$ cat config.mk
export PLATFORM = sky130hd
export DESIGN_NAME = tcap_top
export DESIGN_NICKNAME = d
export VERILOG_FILES = /design/src/rtl/tcap_pkg.sv /design/src/rtl/tcap_mask.sv /design/src/rtl/tcap_cmp_stage.sv /design/src/rtl/tcap_read_reg.sv /design/src/rtl/tcap_top.sv
export SDC_FILE = /design/constraint.sdc
export NUM_CORES = 1
export LEC_CHECK = 0
export BUFFER_PORTS_ARGS = -buffer_cell sky130_fd_sc_hd__buf_2
export CAP_MARGIN = 10
export CORE_MARGIN = 3
export CORE_UTILIZATION = 48
export DETAILED_ROUTE_END_ITERATION = 10
export PLACE_DENSITY_LB_ADDON = 0.12
export SYNTH_ARGS = -nofsm -noshare
export SYNTH_HDL_FRONTEND = slang
export SYNTH_SLANG_ARGS = --single-unit
$ cat constraint.sdc
create_clock -name clk -period 1.5 [get_ports clk]
set_input_delay 0.15 -clock clk [delete_from_list [all_inputs] [get_ports clk]]
set_output_delay 0.15 -clock clk [all_outputs]
set_load 0.03 [all_outputs]
$ cat src/rtl/tcap_pkg.sv
package tcap_pkg;
  typedef enum logic [1:0] {
    RES_9  = 2'b00,
    RES_10 = 2'b01,
    RES_11 = 2'b10,
    RES_12 = 2'b11
  } tcap_res_e;

  // number of kept raw LSBs that are cleared for a given resolution code
  function automatic logic [1:0] drop_count(tcap_res_e r);
    case (r)
      RES_9:   drop_count = 2'd3;
      RES_10:  drop_count = 2'd2;
      RES_11:  drop_count = 2'd1;
      default: drop_count = 2'd0;
    endcase
  endfunction
endpackage

$ cat src/rtl/tcap_mask.sv
module tcap_mask #(
  parameter int RAW_W = 12,
  parameter int REG_W = 16
) (
  input  logic [RAW_W-1:0] raw,
  input  logic [1:0]       res,
  output logic [REG_W-1:0] masked
);
  import tcap_pkg::*;

  localparam int PAD   = REG_W - RAW_W;
  localparam int LSB_W = $clog2(REG_W) + 1;

  logic [REG_W-1:0] ext;
  logic [LSB_W-1:0] keep_lsb;

  assign ext      = {raw, {PAD{1'b0}}};
  assign keep_lsb = LSB_W'(PAD) + LSB_W'(drop_count(tcap_res_e'(res)));

  for (genvar i = 0; i < REG_W; i++) begin : g_bit
    if (i < PAD) begin : g_pad
      assign masked[i] = 1'b0;
    end else begin : g_data
      assign masked[i] = (LSB_W'(i) >= keep_lsb) ? ext[i] : 1'b0;
    end
  end
endmodule

$ cat src/rtl/tcap_cmp_stage.sv
module tcap_cmp_stage #(
  parameter int REG_W = 16
) (
  input  logic             clk,
  input  logic             rst_n,
  input  logic             take,
  input  logic [REG_W-1:0] word,
  output logic [REG_W-1:0] value,
  output logic             valid
);
  always_ff @(posedge clk) begin
    if (!rst_n) begin
      value <= '0;
      valid <= 1'b0;
    end else begin
      valid <= take;
      if (take) value <= word;
    end
  end
endmodule

$ cat src/rtl/tcap_read_reg.sv
module tcap_read_reg #(
  parameter int REG_W = 16
) (
  input  logic             clk,
  input  logic             rst_n,
  input  logic             take,
  input  logic             busy,
  input  logic [REG_W-1:0] word,
  output logic [REG_W-1:0] value
);
  logic load;
  assign load = take && !busy;

  always_ff @(posedge clk) begin
    if (!rst_n)    value <= '0;
    else if (load) value <= word;
  end
endmodule

$ cat src/rtl/tcap_top.sv
module tcap_top #(
  parameter int RAW_W = 12,
  parameter int REG_W = 16
) (
  input  logic             clk,
  input  logic             rst_n,
  input  logic             smp_valid,
  output logic             smp_ready,
  input  logic [RAW_W-1:0] smp_data,
  input  logic [1:0]       res_sel,
  input  logic             rd_busy,
  output logic [REG_W-1:0] rd_temp,
  output logic [REG_W-1:0] alm_value,
  output logic             alm_valid
);
  logic             ready_q;
  logic             accept;
  logic [REG_W-1:0] word;

  always_ff @(posedge clk) begin
    if (!rst_n) ready_q <= 1'b0;
    else        ready_q <= 1'b1;
  end

  assign smp_ready = ready_q;
  assign accept    = smp_valid && ready_q;

  tcap_mask #(.RAW_W(RAW_W), .REG_W(REG_W)) u_mask (
    .raw    (smp_data),
    .res    (res_sel),
    .masked (word)
  );

  tcap_cmp_stage #(.REG_W(REG_W)) u_cmp (
    .clk   (clk),
    .rst_n (rst_n),
    .take  (accept),
    .word  (word),
    .value (alm_value),
    .valid (alm_valid)
  );

  tcap_read_reg #(.REG_W(REG_W)) u_rd (
    .clk   (clk),
    .rst_n (rst_n),
    .take  (accept),
    .busy  (rd_busy),
    .word  (word),
    .value (rd_temp)
  );
endmodule

Word level (Yosys, flattened, before mapping)
Cells that the tools add are included.

operators by class
  eq/ne operators = 2
  reduce and logical (&&, ||, !) cells = 4
  order comparisons = 12
  multiplexer cells = 14
  add/sub/neg operators = 1

operator list
  cell                                                                                 count
  4-bit by 5-bit greater-or-equal comparator with 1-bit output (first input constant)  8
  3-bit by 5-bit greater-or-equal comparator with 1-bit output (first input constant)  4
  1-bit two-way mux                                                                    13
  2-bit case mux with 3 select lines                                                   1
  3-bit by 2-bit adder with 4-bit output (first input constant)                        1
  2-bit by 1-bit == test with 1-bit output (second input constant)                     1
  2-bit == test (second input constant)                                                1
  1-bit logical AND                                                                    2
  2-bit logical NOT                                                                    1
  1-bit logical NOT                                                                    1

storage, ports and cells
  register bits after elaboration = 26
  output and inout bits = 34
  logic and storage cells = 37
  input bits = 18

Longest topological paths before layout
Gate-level depths: netlist (run 1).

  depth in word-level cells = 5
  depth in mapped cells = 4
  gate-level depth less buffers = 2

By module
A second synthesis (run 1) with hierarchy kept.

unflattened totals
  cells, all modules = 142
  area, all modules = 1452.6 µm²

modules (own cells, without submodules)
  module          instances  area an instance (µm²)  seq. area each (µm²)  cells an instance
  tcap_read_reg   1          660.6                   320.3                 70
  tcap_cmp_stage  1          643.1                   340.3                 53
  tcap_mask       1          122.6                   0.0                   17
  tcap_top        1          26.3                    20.0                  2

Worst setup path after synthesis (run 1)
No wires, ideal clock.

  path type = flip-flop to flip-flop
  from = register ready_q (netlist: smp_ready)
  to = register u_rd.value[6]
  clock period less this slack = 1.259 ns
  arrival time = 1.187 ns
  slack = 0.241 ns
  required time = 1.428 ns
  stages on the path, launching flop included = 5
  setup time = 0.072 ns
  buffers on the path = 2
  path through = dfxtp_1 > and3b_1 > buf_6 > buf_6 > mux2i_1

on the way
  word-level cells in the longest chain between the ends = 2

ends and longest elaborated chain
  what                      line                 text
  start: declaration        tcap_top.sv:16       logic ready_q;
  start signal: assignment  tcap_top.sv:21       if (!rst_n) ready_q <= 1'b0;
  start signal: assignment  tcap_top.sv:22       else ready_q <= 1'b1;
  1-bit logical AND         tcap_top.sv:26       assign accept = smp_valid && ready_q;
  1-bit logical AND         tcap_read_reg.sv:12  assign load = take && !busy;
  end signal: assignment    tcap_read_reg.sv:16  else if (load) value <= word;
  end: declaration          tcap_read_reg.sv:9   output logic [REG_W-1:0] value

No other way between the ends.
A chain may end at the register's enable or synchronous reset.

Worst setup path in the final report (run 1)
  from = register ready_q (netlist: smp_ready)
  to = output smp_ready

RTL lines
  what              line           text
  end: declaration  tcap_top.sv:8  output logic smp_ready,

No word-level cell between the ends.

==> flow_summary_export.csv, run 1 <==
group,metric,value,unit
synth,synth_largest_type_area_fraction,46.5,%
cells_and_area,final_nets,179,
global_route,grt_remaining_overflow,0,
timing,finalCritPeriodShare,77.3,%
synth,synthesis.area,1120,sq um
route,drcViolationCount,0,
floorplan,rows,16,
route,antenna_violating_nets_post_route,0,
cells_and_area,syn2layout_area_growth,19.5,%
synth,netlist.top_cell.by_area,"sky130_fd_sc_hd__dfxtp_1",
cells_and_area,final-seq-area,520,sq um
route,routed_wirelength,2.39,mm
clock_network,postCtsResizedCells,0,
placed_design,pre_cts_ws,372,ps
timing,max_slew_violation_total_from_the_final_report,0,
timing,timing.fmax,0.862,GHz
global_route,number_of_antenna_violations_at_the_first_check_in_global_routing,0,
synth,yosysWarnings,0,
critical_path,cp_max_fo,8,
critical_path,crit_path_cell_trace,"buf_2",
critical_path,critical_path.startpoint_type,"register",
synth,seq_cells_post_synth,26,
global_route,number_of_global_route_vias_before_repair,894,
floorplan,die_h,54.3,um
route,detail_route.first_pass.iterations,4,
floorplan,floorplan.core_area,2080,sq um
cells_and_area,n_antenna_cell,0,
critical_path,path_class,"reg -> out",
global_route,groute.usage.overall,17.4,%
timing,hold_violations,0,
floorplan,die_area,2950,sq um
cells_and_area,fillers,207,
status,result_of_the_run,"finished clean",
synth,syn_area_per_cell,9.32,sq um
critical_path,ff2ff_path_depth,3,
floorplan,initial_cell_density_of_the_core,53.7,%
timing,setup_violations,0,
clock_network,insertion_delay,300,ps
critical_path,cell_type_of_the_slowest_stage_on_the_worst_timing_path,"sky130_fd_sc_hd__dfxtp_1",
pwr,p_per_area,969,nW/um^2
placed_design,port_buffers,43,
route,routed-via-count,943,
critical_path,path_delay_family,"flip-flops",
synth,cell_types_occupying_the_most_area_after_synthesis,"sky130_fd_sc_hd__dfxtp_1 47%, sky130_fd_sc_hd__mux2i_1 12%, sky130_fd_sc_hd__nand2_1 7.7%, sky130_fd_sc_hd__a21bo_1 7.2%, sky130_fd_sc_hd__buf_4 5.4%",
timing,final.min_clock_period,1160,ps
floorplan,floorplan.io_pins,52,
timing,post_route_skew,1.71,ps
critical_path,setup.worst_path.end_class,"output pin",
critical_path,worst_path_largest_cell_delay,460,ps
route,drt-vias-per-instance,5.04,
floorplan,die_x,54.3,um
timing,finalWorstSetupSlack,340,ps
clock_network,root_buffer,"sky130_fd_sc_hd__clkbuf_4",
clock_network,htreeDepth,1,
pwr,leakage_power,0.637,nW
route,wire_per_inst,12.8,um
cells_and_area,final_cell_mix,"43 x sky130_fd_sc_hd__buf_2, 26 x sky130_fd_sc_hd__dfxtp_1, 23 x sky130_fd_sc_hd__nand2_1",
cells_and_area,most_common_library_cell_in_the_layout_ignoring_fill_and_taps,"sky130_fd_sc_hd__buf_2",
placed_design,routabilityCongestion,0.694,
clock_network,cts_setup_buffers,0,
critical_path,critPathBufInv,1,
cells_and_area,final_core_area_utilization,64.2,%
critical_path,worst-endpoint-arrival,1010,ps
placed_design,placed_cells,183,
global_route,grt_max_degree,31,
critical_path,timing.critical_path.required,1350,ps
clock_network,cts_tree,"built",
flow_run,cap_viol_max_count,0,
route,drt_initial_violations,7,
cells_and_area,layout.cells.non_filler,187,
synth,asyncSetResetFlopFracSynth,0,%
clock_network,postCtsHoldBufs,0,
synth,netlist-cell-type-count,20,
hold_path,hold_depth,3,
cells_and_area,layout-drive-gt1-share,33.1,%
cells_and_area,multi_input_comb_area,504,sq um
critical_path,critical_path_cell_count,1,
hold_path,timing.hold.worst.class,"in -> reg",
global_route,grt_pass1_wl,3.75,mm
timing,grt_setup_unrepaired,"no",
clock_network,cts_buffers,3,
synth,post_synth_inst_count,120,
clock_network,clkSlewWorstSetupHoldPaths,130,ps
synth,synth_enable_flop_cells,0,
clock_network,clk_path_buf_depth,2,
synth,synth_seq_area_share,46.5,%
synth,ys.flop_type,"sky130_fd_sc_hd__dfxtp_1",
pwr,ir_worst_vdd,0.677,mV
timing,setup_total_negative_slack,0,ps
placed_design,dpl.hpwl,1.84,mm
clock_network,cts_sinks,26,
pwr,p_total,1.29,mW
[through the flow]
step,hold slack [ps],instance area [sq um]
6_report,90.0,1340
5_1_grt,81.4,1340
4_1_cts,77.7,1340
3_5_place_dp,426,1300
3_3_place_gp,413,1300
2_1_floorplan,178,1140
[worst reg2reg max path, stage by stage (launching register included)]
cell                      delay, ps
sky130_fd_sc_hd__dfxtp_1        460
sky130_fd_sc_hd__and3b_1        190
sky130_fd_sc_hd__buf_4          230
sky130_fd_sc_hd__mux2i_1        220
[metal layers]
layer,global-route usage [%],part of all wire (%),up-vias
li1,-,-,472
met1,18.8,41,433
met2,33.5,51,36
met3,3.54,8.2,2
met4,4.98,0.33,0
met5,0,0,-
[worst paths after layout]
kind / start / to / slack [ps]
worst min register to register: u_cmp.value[4]$_SDFFE_PN0P_ / u_cmp.value[4]$_SDFFE_PN0P_ / 460
worst max register to register: smp_ready$_DFF_P_ / u_rd.value[5]$_SDFFE_PN0P_ / 340
worst max-delay path: smp_ready$_DFF_P_ / smp_ready / 340
worst min-delay path: smp_data[6] / u_rd.value[10]$_SDFFE_PN0P_ / 90
[Yosys cell counts, types with 2 or more instances]
master / instances
sky130_fd_sc_hd__a21bo_1: 8
sky130_fd_sc_hd__a21bo_2: 2
sky130_fd_sc_hd__a21oi_1: 10
sky130_fd_sc_hd__buf_2: 6
sky130_fd_sc_hd__buf_4: 8
sky130_fd_sc_hd__buf_6: 2
sky130_fd_sc_hd__dfxtp_1: 26
sky130_fd_sc_hd__mux2i_1: 13
sky130_fd_sc_hd__nand2_1: 23
sky130_fd_sc_hd__nand3_1: 10
sky130_fd_sc_hd__nand4_1: 3
[logic make-up after synthesis]
group	count (synthesis)	share of synthesized area, %
AOI/OAI and AO/OA	22	14.7
buffers and inverters	18	10.7
other	1	0.335
muxes	13	11.6
DFF	26	46.5
and+or+nand+nor	40	16.1
[sequential cells by signal (all words and copies together) (netlist names)]
register	count
u_cmp.valid	1
smp_ready	1
u_cmp.value	12
u_rd.value	12
[where the power goes]
group / leakage [nW] / switching, mW / internal, mW
Sequential: 0.212 / 0.0132 / 0.717
Combinational: 0.404 / 0.155 / 0.0704
Clock: 0.0210 / 0.192 / 0.148
[cell type report]
| class | instances | area share, % |
|---|---|---|
| multi-input cells | 83 | 37.7 |
| well taps | 27 | 2.53 |
| inverters | 1 | 0.281 |
| clock buffers | 4 | 2.72 |
| flip-flops and latches | 26 | 39.0 |
| repair buffers | 46 | 17.8 |
Power figures use the tool's default switching activity.
==> run 2: changes to the inputs <==
--- a/config.mk
+++ b/config.mk
@@ -8,7 +8,7 @@
 export BUFFER_PORTS_ARGS = -buffer_cell sky130_fd_sc_hd__buf_2
 export CAP_MARGIN = 10
 export CORE_MARGIN = 3
-export CORE_UTILIZATION = 48
+export CORE_UTILIZATION = 45
 export DETAILED_ROUTE_END_ITERATION = 10
 export PLACE_DENSITY_LB_ADDON = 0.12
 export SYNTH_ARGS = -nofsm -noshare
==> constraint.sdc (replaced) <==
create_clock -name clk -period 1.2 [get_ports clk]
set_input_delay 0.12 -clock clk [delete_from_list [all_inputs] [get_ports clk]]
set_output_delay 0.12 -clock clk [all_outputs]
set_load 0.03 [all_outputs]
==> flow_summary_export.csv, run 2 (synthesis gave the netlist of run 1 again) <==
group,metric,value,unit
hold_path,hold_path_startpoint,"smp_data[5]",
timing,final.min_clock_period,1090,ps
status,result_of_the_run,"finished clean",
clock_network,postCtsHoldBufs,0,
cells_and_area,final_core_area_utilization,60.3,%
critical_path,cp-startpoint,"smp_ready$_DFF_P_",
floorplan,rows,17,
pwr,p_total,1.64,mW
global_route,number_of_antenna_violations_at_the_first_check_in_global_routing,0,
route,drt-vias-per-instance,4.92,
hold_path,timing.hold.worst.class,"in -> reg",
critical_path,crit_path_cell_trace,"buf_2",
critical_path,worst-endpoint-arrival,970,ps
clock_network,cts_tree,"built",
route,antenna_violating_nets_post_route,0,
critical_path,setup.worst_path.end_class,"output pin",
route,detail_route.first_pass.iterations,4,
critical_path,ff2ff_path_depth,3,
global_route,grt_max_degree,24,
critical_path,critPathBufInv,1,
clock_network,cts_setup_buffers,0,
pwr,p_per_area,1200,nW/um^2
floorplan,die_area,3120,sq um
placed_design,dpl.hpwl,1.78,mm
timing,timing.fmax,0.920,GHz
clock_network,root_buffer,"sky130_fd_sc_hd__clkbuf_4",
clock_network,insertion_delay,310,ps
timing,post_route_skew,4.79,ps
flow_run,cap_viol_max_count,0,
route,wire_per_inst,12.9,um
critical_path,cell_type_of_the_slowest_stage_on_the_worst_timing_path,"sky130_fd_sc_hd__dfxtp_2",
cells_and_area,biggestRegsByFlops,"u_cmp.value: 12 flops, u_rd.value: 12 flops",
floorplan,floorplan.io_pins,52,
timing,hold_violations,0,
timing,finalWorstSetupSlack,113,ps
timing,max_slew_violation_total_from_the_final_report,0,
clock_network,clk_path_buf_depth,2,
critical_path,worst-r2r-setup-slack,130,ps
global_route,grt_pass1_wl,3.97,mm
placed_design,port_buffers,43,
cells_and_area,final_nets,180,
floorplan,floorplan.core_area,2280,sq um
global_route,grt_remaining_overflow,0,
cells_and_area,n_antenna_cell,0,
timing,setup_violations,0,
pwr,leakage_power,0.649,nW
cells_and_area,layout-drive-gt1-share,34.2,%
floorplan,initial_cell_density_of_the_core,49.1,%
timing,grt_setup_unrepaired,"no",
placed_design,placed_cells,185,
cells_and_area,syn2layout_area_growth,22.6,%
clock_network,clkSlewWorstSetupHoldPaths,140,ps
clock_network,postCtsResizedCells,0,
critical_path,path_delay_family,"flip-flops",
global_route,number_of_global_route_vias_before_repair,876,
route,routed_wirelength,2.45,mm
timing,setup_total_negative_slack,0,ps
critical_path,rr_startpoint,"smp_ready$_DFF_P_",
clock_network,cts_sinks,26,
cells_and_area,final_cell_mix,"43 x sky130_fd_sc_hd__buf_2, 25 x sky130_fd_sc_hd__dfxtp_1, 23 x sky130_fd_sc_hd__nand2_1",
route,routed-via-count,930,
global_route,groute.usage.overall,15.9,%
critical_path,critical_path.startpoint_type,"register",
route,drcViolationCount,0,
pwr,ir_worst_vdd,0.768,mV
floorplan,die_x,55.9,um
floorplan,die_h,55.9,um
cells_and_area,most_common_library_cell_in_the_layout_ignoring_fill_and_taps,"sky130_fd_sc_hd__buf_2",
timing,finalCritPeriodShare,90.6,%
critical_path,cp_max_fo,10,
hold_path,hold-path-endpoint,"u_rd.value[9]$_SDFFE_PN0P_",
critical_path,path_class,"reg -> out",
critical_path,critical_r2r_capture,"u_rd.value[4]$_SDFFE_PN0P_",
placed_design,pre_cts_ws,166,ps
clock_network,cts_buffers,3,
placed_design,routabilityCongestion,0.852,
clock_network,htreeDepth,1,
route,drt_initial_violations,20,
cells_and_area,layout.cells.non_filler,189,
critical_path,timing.critical_path.required,1080,ps
hold_path,hold_depth,3,
critical_path,worst_path_largest_cell_delay,430,ps
run 2: cell count changes in the layout (fill, tap and decap cells not counted), sizes merged:
cell	change
buf	+1
run 2: how the worst max path moves through the flow:
| stage | slack (ps) | end | depth (start not counted) |
|---|---|---|---|
| after CTS | 100 | smp_ready | 1 |
| after detailed placement | 170 | u_rd.value[8]$_SDFFE_PN0P_ | 3 |
| final | 110 | smp_ready | 1 |
| after global routing | 40 | u_rd.value[4]$_SDFFE_PN0P_ | 3 |
| after global placement | 220 | u_rd.value[10]$_SDFFE_PN0P_ | 3 |
| after floorplan | 80 | u_rd.value[6]$_SDFFE_PN0P_ | 4 |
run 2: metal layers:
metal / vias up / part of all wire (%) / global-route usage (%)
met3: 2 / 7.2 / 3.48
met2: 32 / 49 / 27.4
met4: 0 / 0.86 / 7.12
li1: 473 / - / -
met1: 423 / 43 / 18.7
met5: - / 0 / 0
run 2: per-stage QoR:
stage | area (sq um) | hold slack, ps
detailed placement | 1340 | 387
global route | 1370 | 34.0
finish | 1370 | 42.1
CTS | 1370 | 32.8
global placement | 1340 | 387
floorplan | 1150 | 148
run 2: tightest hold or removal path, stage by stage:
cell,delay [ps]
sky130_fd_sc_hd__buf_2,100
sky130_fd_sc_hd__nand2_1,50
sky130_fd_sc_hd__mux2i_1,50
run 2: power breakdown:
group / internal, mW / leakage, nW / switching [mW]
logic: 0.0978 / 0.416 / 0.194
registers: 0.896 / 0.212 / 0.0179
clock network: 0.185 / 0.0210 / 0.252
run 2: final cells by class:
cell class / count / area (sq um)
inverter: 1 / 3.75
fill: 221 / 905
timing repair buffer: 47 / 270
sequential: 26 / 522
clock buffer: 4 / 36.3
tap: 28 / 35.0
multi-input combinational: 83 / 504
==> run 3: changes to the inputs <==
--- a/config.mk
+++ b/config.mk
@@ -7,7 +7,6 @@
 export LEC_CHECK = 0
 export BUFFER_PORTS_ARGS = -buffer_cell sky130_fd_sc_hd__buf_2
 export CAP_MARGIN = 10
-export CORE_MARGIN = 3
 export CORE_UTILIZATION = 45
 export DETAILED_ROUTE_END_ITERATION = 10
 export PLACE_DENSITY_LB_ADDON = 0.12
==> flow_summary_export.csv, run 3 (synthesis gave the netlist of run 1 again) <==
group,metric,value,unit
global_route,grt_pass1_wl,3.52,mm
clock_network,root_buffer,"sky130_fd_sc_hd__clkbuf_4",
timing,hold_violations,0,
critical_path,crit_path_cell_trace,"buf_2",
timing,timing.fmax,0.928,GHz
route,drt_initial_violations,10,
timing,post_route_skew,6.30,ps
critical_path,rr_startpoint,"smp_ready$_DFF_P_",
timing,finalWorstSetupSlack,122,ps
timing,setup_total_negative_slack,0,ps
critical_path,endpoint,"smp_ready",
route,antenna_violating_nets_post_route,0,
pwr,p_total,1.62,mW
cells_and_area,most_common_library_cell_in_the_layout_ignoring_fill_and_taps,"sky130_fd_sc_hd__buf_2",
timing,finalCritPeriodShare,89.8,%
route,drcViolationCount,0,
clock_network,cts_tree,"built",
route,routed_wirelength,2.17,mm
route,routed-via-count,940,
global_route,number_of_global_route_vias_before_repair,820,
critical_path,worst-r2r-setup-slack,130,ps
critical_path,critPathBufInv,1,
critical_path,worst-endpoint-arrival,960,ps
critical_path,timing.critical_path.required,1080,ps
cells_and_area,final-seq-area,524,sq um
cells_and_area,final_core_area_utilization,59.8,%
floorplan,die_area,2690,sq um
critical_path,critical_r2r_capture,"u_rd.value[10]$_SDFFE_PN0P_",
floorplan,floorplan.core_area,2280,sq um
pwr,p_per_area,1190,nW/um^2
cells_and_area,n_antenna_cell,0,
pwr,ir_worst_vdd,0.966,mV
placed_design,pre_cts_ws,104,ps
cells_and_area,layout-drive-gt1-share,34.2,%
flow_run,cap_viol_max_count,0,
timing,grt_setup_unrepaired,"no",
cells_and_area,final_nets,180,
status,result_of_the_run,"finished clean",
timing,final.min_clock_period,1080,ps
placed_design,dpl.hpwl,1.64,mm
critical_path,path_class,"reg -> out",
clock_network,insertion_delay,310,ps
global_route,grt_max_degree,20,
placed_design,postPlaceCellArea,1320,sq um
critical_path,critical_path_cell_count,1,
clock_network,clkSlewWorstSetupHoldPaths,120,ps
global_route,number_of_antenna_violations_at_the_first_check_in_global_routing,0,
cells_and_area,finish.instance_area,1360,sq um
global_route,grt_remaining_overflow,0,
critical_path,worst_path_largest_cell_delay,430,ps
cells_and_area,multi_input_comb_area,504,sq um
cells_and_area,biggestRegsByFlops,"u_cmp.value: 12 flops, u_rd.value: 12 flops",
floorplan,die_x,51.9,um
placed_design,routabilityCongestion,0.703,
route,detail_route.first_pass.iterations,4,
timing,setup_violations,0,
critical_path,cell_type_of_the_slowest_stage_on_the_worst_timing_path,"sky130_fd_sc_hd__dfxtp_4",
timing,max_slew_violation_total_from_the_final_report,0,
critical_path,setup.worst_path.end_class,"output pin",
floorplan,die_h,51.9,um
critical_path,ff2ff_path_depth,3,
clock_network,cts_setup_buffers,0,
critical_path,critical_path.startpoint_type,"register",
critical_path,cp-startpoint,"smp_ready$_DFF_P_",
clock_network,htreeDepth,1,
critical_path,cp_max_fo,12,
hold_path,hold_depth,1,
placed_design,placed_cells,185,
route,wire_per_inst,11.5,um
clock_network,cts_sinks,26,
clock_network,clk_path_buf_depth,2,
floorplan,rows,17,
cells_and_area,syn2layout_area_growth,21.7,%
cells_and_area,layout.cells.non_filler,189,
hold_path,hold_path_startpoint,"rst_n",
route,drt-vias-per-instance,4.97,
clock_network,cts_buffers,3,
floorplan,initial_cell_density_of_the_core,49.1,%
cells_and_area,fillers,216,
global_route,groute.usage.overall,18.0,%
timing,finalHoldWorstSlack,43.8,ps
critical_path,path_delay_family,"flip-flops",
pwr,leakage_power,0.645,nW
placed_design,port_buffers,43,
cells_and_area,final_cell_mix,"43 x sky130_fd_sc_hd__buf_2, 25 x sky130_fd_sc_hd__dfxtp_1, 23 x sky130_fd_sc_hd__nand2_1",
hold_path,timing.hold.worst.class,"in -> reg",
floorplan,floorplan.io_pins,52,
==> run 3: cell counts in the layout (fill, tap and decap cells not counted) <==
Identical to the previous run, type by type.
==> run 3: report_power, final <==
part | switching (mW) | internal, mW
combinational | 0.190 | 0.0935
clock | 0.239 | 0.185
sequential | 0.0189 | 0.895
==> run 3: layer usage <==
layer / wire [um] / GRT usage, % / vias to the layer above
li1: - / - / 475
met1: 938 / 20.2 / 425
met2: 1060 / 31.4 / 38
met3: 157 / 6.73 / 2
met4: 16 / 5.41 / 0
met5: 0 / 0 / -
==> run 3: worst min path at each step <==
stage / to / slack (ps)
floorplan: smp_ready$_DFF_P_ / 150
global placement: smp_ready$_DFF_P_ / 370
detailed placement: smp_ready$_DFF_P_ / 380
CTS: smp_ready$_DFF_P_ / 30
global route: smp_ready$_DFF_P_ / 20
finish: smp_ready$_DFF_P_ / 40
==> run 3: cell type report <==
type / instances / area share [%]
clock buffer: 4 / 2.67
inverter: 1 / 0.276
multi-input combinational: 83 / 37.0
sequential: 26 / 38.5
tap: 28 / 2.57
timing repair buffer: 47 / 18.9
==> run 3: what timing repair did <==
item | in CTS | in global routing
hold buffers | 0 | 0
endpoints found under the setup margin | 0 | 1
gates resized for setup | 0 | 1
